<file path="src/rtl/console_pkg.sv">
package console_pkg;

    typedef enum logic [2:0] {
        SEL_NONE,
        SEL_RX_CTRL,
        SEL_RX_DATA,
        SEL_TX_CTRL,
        SEL_TX_DATA
    } reg_sel_e;

    localparam int RDY_BIT = 0;
    localparam int IE_BIT  = 1;

    localparam logic [3:0] OFF_RX_CTRL = 4'h0;
    localparam logic [3:0] OFF_RX_DATA = 4'h4;
    localparam logic [3:0] OFF_TX_CTRL = 4'h8;
    localparam logic [3:0] OFF_TX_DATA = 4'hC;

endpackage

</file>
<file path="src/rtl/console_addr_dec.sv">
module console_addr_dec
    import console_pkg::*;
#(
    parameter int                ADDR_W = 32,
    parameter logic [ADDR_W-1:0] BASE   = 32'hFFFF_0000
) (
    input  logic [ADDR_W-1:0] addr,
    output reg_sel_e          sel
);
    localparam int OFF_W = 4;

    logic in_window;

    always_comb begin
        in_window = (addr[ADDR_W-1:OFF_W] == BASE[ADDR_W-1:OFF_W]);
        sel       = SEL_NONE;
        if (in_window) begin
            unique case (addr[OFF_W-1:0])
                OFF_RX_CTRL: sel = SEL_RX_CTRL;
                OFF_RX_DATA: sel = SEL_RX_DATA;
                OFF_TX_CTRL: sel = SEL_TX_CTRL;
                OFF_TX_DATA: sel = SEL_TX_DATA;
                default:     sel = SEL_NONE;
            endcase
        end
    end
endmodule

</file>
<file path="src/rtl/console_rx_chan.sv">
module console_rx_chan #(
    parameter int CHAR_W = 8
) (
    input  logic              clk,
    input  logic              rst_n,
    input  logic              ctrl_wr,
    input  logic              ie_wdata,
    input  logic              data_rd,
    input  logic              char_valid,
    input  logic [CHAR_W-1:0] char_in,
    output logic              ready,
    output logic              ie,
    output logic [CHAR_W-1:0] held_char
);
    typedef struct packed {
        logic              ready;
        logic              ie;
        logic [CHAR_W-1:0] data;
    } rx_state_t;

    rx_state_t st_d, st_q;

    always_comb begin
        st_d = st_q;
        if (ctrl_wr) begin
            st_d.ie = ie_wdata;
        end
        if (data_rd) begin
            st_d.ready = 1'b0;
        end
        if (char_valid) begin
            st_d.ready = 1'b1;
            st_d.data  = char_in;
        end
    end

    always_ff @(posedge clk or negedge rst_n) begin
        if (!rst_n) begin
            st_q <= '0;
        end else begin
            st_q <= st_d;
        end
    end

    assign ready     = st_q.ready;
    assign ie        = st_q.ie;
    assign held_char = st_q.data;
endmodule

</file>
<file path="src/rtl/console_tx_chan.sv">
module console_tx_chan #(
    parameter int CHAR_W = 8
) (
    input  logic              clk,
    input  logic              rst_n,
    input  logic              ctrl_wr,
    input  logic              ie_wdata,
    input  logic              data_wr,
    input  logic [CHAR_W-1:0] wchar,
    input  logic              done,
    output logic              ready,
    output logic              ie,
    output logic              send_valid,
    output logic [CHAR_W-1:0] send_char
);
    typedef struct packed {
        logic              ready;
        logic              ie;
        logic              pulse;
        logic [CHAR_W-1:0] data;
    } tx_state_t;

    tx_state_t st_d, st_q;

    always_comb begin
        st_d       = st_q;
        st_d.pulse = 1'b0;
        if (ctrl_wr) begin
            st_d.ie = ie_wdata;
        end
        if (done) begin
            st_d.ready = 1'b1;
        end
        if (data_wr && st_q.ready) begin
            st_d.ready = 1'b0;
            st_d.pulse = 1'b1;
            st_d.data  = wchar;
        end
    end

    always_ff @(posedge clk or negedge rst_n) begin
        if (!rst_n) begin
            st_q       <= '0;
            st_q.ready <= 1'b1;
        end else begin
            st_q <= st_d;
        end
    end

    assign ready      = st_q.ready;
    assign ie         = st_q.ie;
    assign send_valid = st_q.pulse;
    assign send_char  = st_q.data;
endmodule

</file>
<file path="src/rtl/console_mmio.sv">
module console_mmio
    import console_pkg::*;
#(
    parameter int                ADDR_W = 32,
    parameter int                DATA_W = 32,
    parameter int                CHAR_W = 8,
    parameter logic [ADDR_W-1:0] BASE   = 32'hFFFF_0000
) (
    input  logic              clk,
    input  logic              rst_n,
    input  logic [ADDR_W-1:0] bus_addr,
    input  logic              bus_we,
    input  logic              bus_re,
    input  logic [DATA_W-1:0] bus_wdata,
    output logic [DATA_W-1:0] bus_rdata,
    input  logic              rx_valid,
    input  logic [CHAR_W-1:0] rx_char,
    output logic              tx_valid,
    output logic [CHAR_W-1:0] tx_char,
    input  logic              tx_done,
    output logic              irq
);
    localparam int CTRL_PAD = DATA_W - 2;
    localparam int CHAR_PAD = DATA_W - CHAR_W;

    reg_sel_e          sel;
    logic              rx_ready, rx_ie, tx_ready, tx_ie;
    logic [CHAR_W-1:0] rx_held;
    logic              unused_wdata_hi;

    assign unused_wdata_hi = ^bus_wdata[DATA_W-1:CHAR_W];

    console_addr_dec #(.ADDR_W(ADDR_W), .BASE(BASE)) dec_i (
        .addr (bus_addr),
        .sel  (sel)
    );

    console_rx_chan #(.CHAR_W(CHAR_W)) rx_i (
        .clk        (clk),
        .rst_n      (rst_n),
        .ctrl_wr    (bus_we && (sel == SEL_RX_CTRL)),
        .ie_wdata   (bus_wdata[IE_BIT]),
        .data_rd    (bus_re && (sel == SEL_RX_DATA)),
        .char_valid (rx_valid),
        .char_in    (rx_char),
        .ready      (rx_ready),
        .ie         (rx_ie),
        .held_char  (rx_held)
    );

    console_tx_chan #(.CHAR_W(CHAR_W)) tx_i (
        .clk        (clk),
        .rst_n      (rst_n),
        .ctrl_wr    (bus_we && (sel == SEL_TX_CTRL)),
        .ie_wdata   (bus_wdata[IE_BIT]),
        .data_wr    (bus_we && (sel == SEL_TX_DATA)),
        .wchar      (bus_wdata[CHAR_W-1:0]),
        .done       (tx_done),
        .ready      (tx_ready),
        .ie         (tx_ie),
        .send_valid (tx_valid),
        .send_char  (tx_char)
    );

    always_comb begin
        unique case (sel)
            SEL_RX_CTRL: bus_rdata = {{CTRL_PAD{1'b0}}, rx_ie, rx_ready};
            SEL_RX_DATA: bus_rdata = {{CHAR_PAD{1'b0}}, rx_held};
            SEL_TX_CTRL: bus_rdata = {{CTRL_PAD{1'b0}}, tx_ie, tx_ready};
            default:     bus_rdata = '0;
        endcase
    end

    assign irq = (rx_ready && rx_ie) || (tx_ready && tx_ie);
endmodule

</file>
<file path="config.mk">
export PLATFORM = sky130hd
export DESIGN_NAME = console_mmio
export DESIGN_NICKNAME = d
export VERILOG_FILES = /design/src/rtl/console_pkg.sv /design/src/rtl/console_addr_dec.sv /design/src/rtl/console_rx_chan.sv /design/src/rtl/console_tx_chan.sv /design/src/rtl/console_mmio.sv
export SDC_FILE = /design/constraint.sdc
export NUM_CORES = 1
export LEC_CHECK = 0
export ABC_AREA = 1
export CORE_ASPECT_RATIO = 0.75
export CORE_UTILIZATION = 29
export DETAILED_ROUTE_END_ITERATION = 8
export PLACE_DENSITY = 0.85
export RECOVER_POWER = 100
export SYNTH_ARGS = -nofsm -noshare
export SYNTH_HDL_FRONTEND = slang
export SYNTH_SLANG_ARGS = --single-unit
</file>
<file path="constraint.sdc">
create_clock -name clk -period 1.3 [get_ports clk]
set_input_delay 0.195 -clock clk [delete_from_list [all_inputs] [get_ports clk]]
set_output_delay 0.195 -clock clk [all_outputs]
set_load 0.05 [all_outputs]
</file>
==> run_results.csv <==
group,metric,value,unit
clocking,cts_made_buffers,3,
clocking,hold_buffers,0,
logic_synthesis,synthCells,207,
timing,setup_ws,-0.3191,ns
power_and_ir_drop,p_leak,1.255,nW
drt,dr.pass1.iters,4,
grt,grt_pass1_wl,6713,um
final_layout,fin_nets,382,
setup_path,cp.required,1.11,ns
timing,finalHoldViolCount,0,
clocking,cts_tree,"done",
drt,vias,1555,
clocking,cts-root-buf,"clkbuf_8",
clocking,htree_levels,1,
timing,finalCriticalPeriod,1.619,ns
setup_path,arrival,1.42,ns
placed_design,port_buffers,71,
drt,drtIter0Drc,40,
final_layout,synthToLayoutAreaGrowth,82.20,%
timing,slew_headroom,0.6411,
grt,overflow,0,
floorplan,chipHeight,62.90,um
logic_synthesis,ys_seq_area_frac,0.3674,
timing,slew_viol_final,0,
floorplan,die_area,5233,sq um
timing,timing.fmax,617.6,MHz
timing,tightest_slew,0.5383,ns
clocking,clockBufferDepth,2,
floorplan,start_util,0.3118,
final_layout,layout-drive-gt1-share,0.3927,
timing,holdWs,0.3122,ns
power_and_ir_drop,vdd.ir_drop.worst,0.4077,mV
placed_design,gp_congestion,0.8007,
floorplan,die_width,83.20,um
setup_path,cpMaxStageDelayCell,"nor2_4",
placed_design,placed_area,2544,sq um
floorplan,row_count,21,
hold_path,holdCritPathClass,"primary input to flop",
drt,detail_route.wl_per_cell,11.77,um
logic_synthesis,yosysTopAreaCellShare,0.3490,
logic_synthesis,yosysUniqueCellTypes,20,
logic_synthesis,netlist_area,1434,sq um
drt,ant_nets,0,
setup_path,path_class,"primary input to primary output",
grt,grt_usage,0.1602,
drt,postRouteWirelength,4236,um
grt,grt_max_degree,22,
timing,fin_worst_skew,0.0002506,ns
drt,vias_per_cell,4.319,
grt,grt_pass1_vias,1469,
setup_path,crit_buf_inv,2,
setup_path,slowest_delay,0.22,ns
timing,rsz0062_at_grt,"yes",
outcome,status,"finished, violations left",
floorplan,fp.coreArea,4598,sq um
final_layout,final_area,2613,sq um
drt,drc,0,
setup_path,critPathTopFamily,"simple AND/OR/NAND/NOR gates",
power_and_ir_drop,power_density,610.5,nW/um^2
timing,finalSetupViolations,18,
job,maxCapViolCount,0,
clocking,clk_pin_slew,0.08,ns
logic_synthesis,synth_top_cell_by_area,"dfrtp_1",
setup_path,start_kind,"primary input",
floorplan,io_pins,120,
logic_synthesis,synth_seq_cells,21,
final_layout,post-route-util,0.5682,
clocking,cts_sinks,21,
timing,fin_crit_sh,1.245,
logic_synthesis,syn_area_per_cell,6.927,sq um
placed_design,detailed_place_hpwl,3220,um
placed_design,dp_slack,-0.7529,ns
logic_synthesis,yosysWarnings,0,
setup_path,end_kind,"primary output",
clocking,clock_latency,0.26,ns
logic_synthesis,synth.area.top_cells,"dfrtp_1, nand2_1, buf_4",
setup_path,critPathMaxFanout,7,
outcome,violations,"setup timing",
setup_path,cp_common_cell,"nor2_4",
final_layout,antennaDiodeCount,0,
setup_path,crit_chain,"buf_8 -> nor2_4 -> nand2_1 -> nor2_2 -> nand2_4 -> nor2_4 -> nand3_4 -> nor2_4 -> buf_12",
grt,antenna_found_initial,0,
-- synthesized netlist by cell type --
master,instances
nor4_1,1
nand2_1,57
inv_2,2
inv_1,30
nor2_2,2
dfrtp_1,20
clkbuf_1,1
nand2_4,1
nand3b_1,9
nor3_1,2
buf_4,24
nand4_1,9
a21oi_1,1
o21ai_0,7
conb_1,1
nor2_1,27
dfstp_2,1
a22o_1,1
nor4_4,1
nand3_1,10
-- per-stage QoR --
| stage | total power (W) | std cells | TNS, ns |
|---|---|---|---|
| 2_1_floorplan | 0.0009838 | 230 | -1.282 |
| 3_3_place_gp | 0.001158 | 346 | -10.22 |
| 3_5_place_dp | 0.001166 | 346 | -10.82 |
| 4_1_cts | 0.001591 | 358 | -2.971 |
| 5_1_grt | 0.001678 | 360 | -4.866 |
| 6_report | 0.001595 | 360 | -3.040 |
-- metal layers --
metal | vias to the layer above | wire length [um] | share of wire | GRT usage
li1 | 789 | - | - | -
met1 | 717 | 1897 | 0.45 | 0.2082
met2 | 42 | 2094 | 0.49 | 0.2746
met3 | 7 | 204 | 0.048 | 0.03435
met4 | 0 | 39 | 0.0092 | 0.03233
met5 | - | 0 | 0 | 0
-- cells in the final DEF, fill, tap and decap left out, types with 10 or more instances in the layout --
cell             instances
buf_2                   17
buf_4                   14
conb_1                  24
buf_6                   15
clkdlybuf4s50_1         19
nor2_4                  15
dfrtp_1                 20
clkbuf_2                10
nand2_1                 47
buf_12                  10
inv_1                   30
-- area by class of cell --
class                      count  area [sq um]
multi-input combinational    153         973.4
tap                           57         71.32
timing repair buffer          93         875.8
clock buffer                   4         45.04
inverter                      32         120.1
sequential                    21         526.8
fill                         407          1986
-- repair_timing --
action	in CTS	in global routing
setup buffers	6	2
cloned	2	0
pin swaps	48	27
resized for setup	143	31
endpoints found under the setup margin	21	20
-- final timing paths --
kind	start	end	slack (ns)	cells after the start
max reg2reg	tx_i.ready	tx_i.send_char[2]	-0.09	7
min	bus_addr[5]	tx_i.send_valid	0.31	6
min reg2reg	rx_i.held_char[0]	rx_i.held_char[0]	0.49	2
max	bus_addr[6]	bus_rdata[7]	-0.32	9
max in group asynchronous	rst_n	tx_i.ready	0.50	2
min in group asynchronous	rst_n	tx_i.send_char[7]	0.43	2
-- where the power goes --
group	total (W)	internal (W)	switching, W
clock	0.000435	0.000219	0.000217
sequential	0.000682	0.000675	0.00000755
combinational	0.000477	0.000178	0.000299
-- registers in the layout, indices dropped and copies added, names as in the netlist --
name	count
tx_i.send_valid	1
rx_i.ready	1
tx_i.ie	1
rx_i.held_char	8
tx_i.ready	1
tx_i.send_char	8
rx_i.ie	1
-- kinds of logic (layout without fill, tap and decap cells) --
logic type | after synthesis | in the layout | synth area share
and+or+nand+nor | 119 | 120 | 0.3839
AOI/OAI and AO/OA | 9 | 9 | 0.03403
other | 1 | 24 | 0.002615
buffers and inverters | 57 | 129 | 0.2120
DFF | 21 | 21 | 0.3674
-- worst min-delay path, stage by stage --
cell and delay, ns:
buf_6 0.08, nor2_4 0.02, nand2_1 0.06, nor2_2 0.05, nand2_4 0.08, nor4_1 0.05
(Power assumes the default switching activity.)
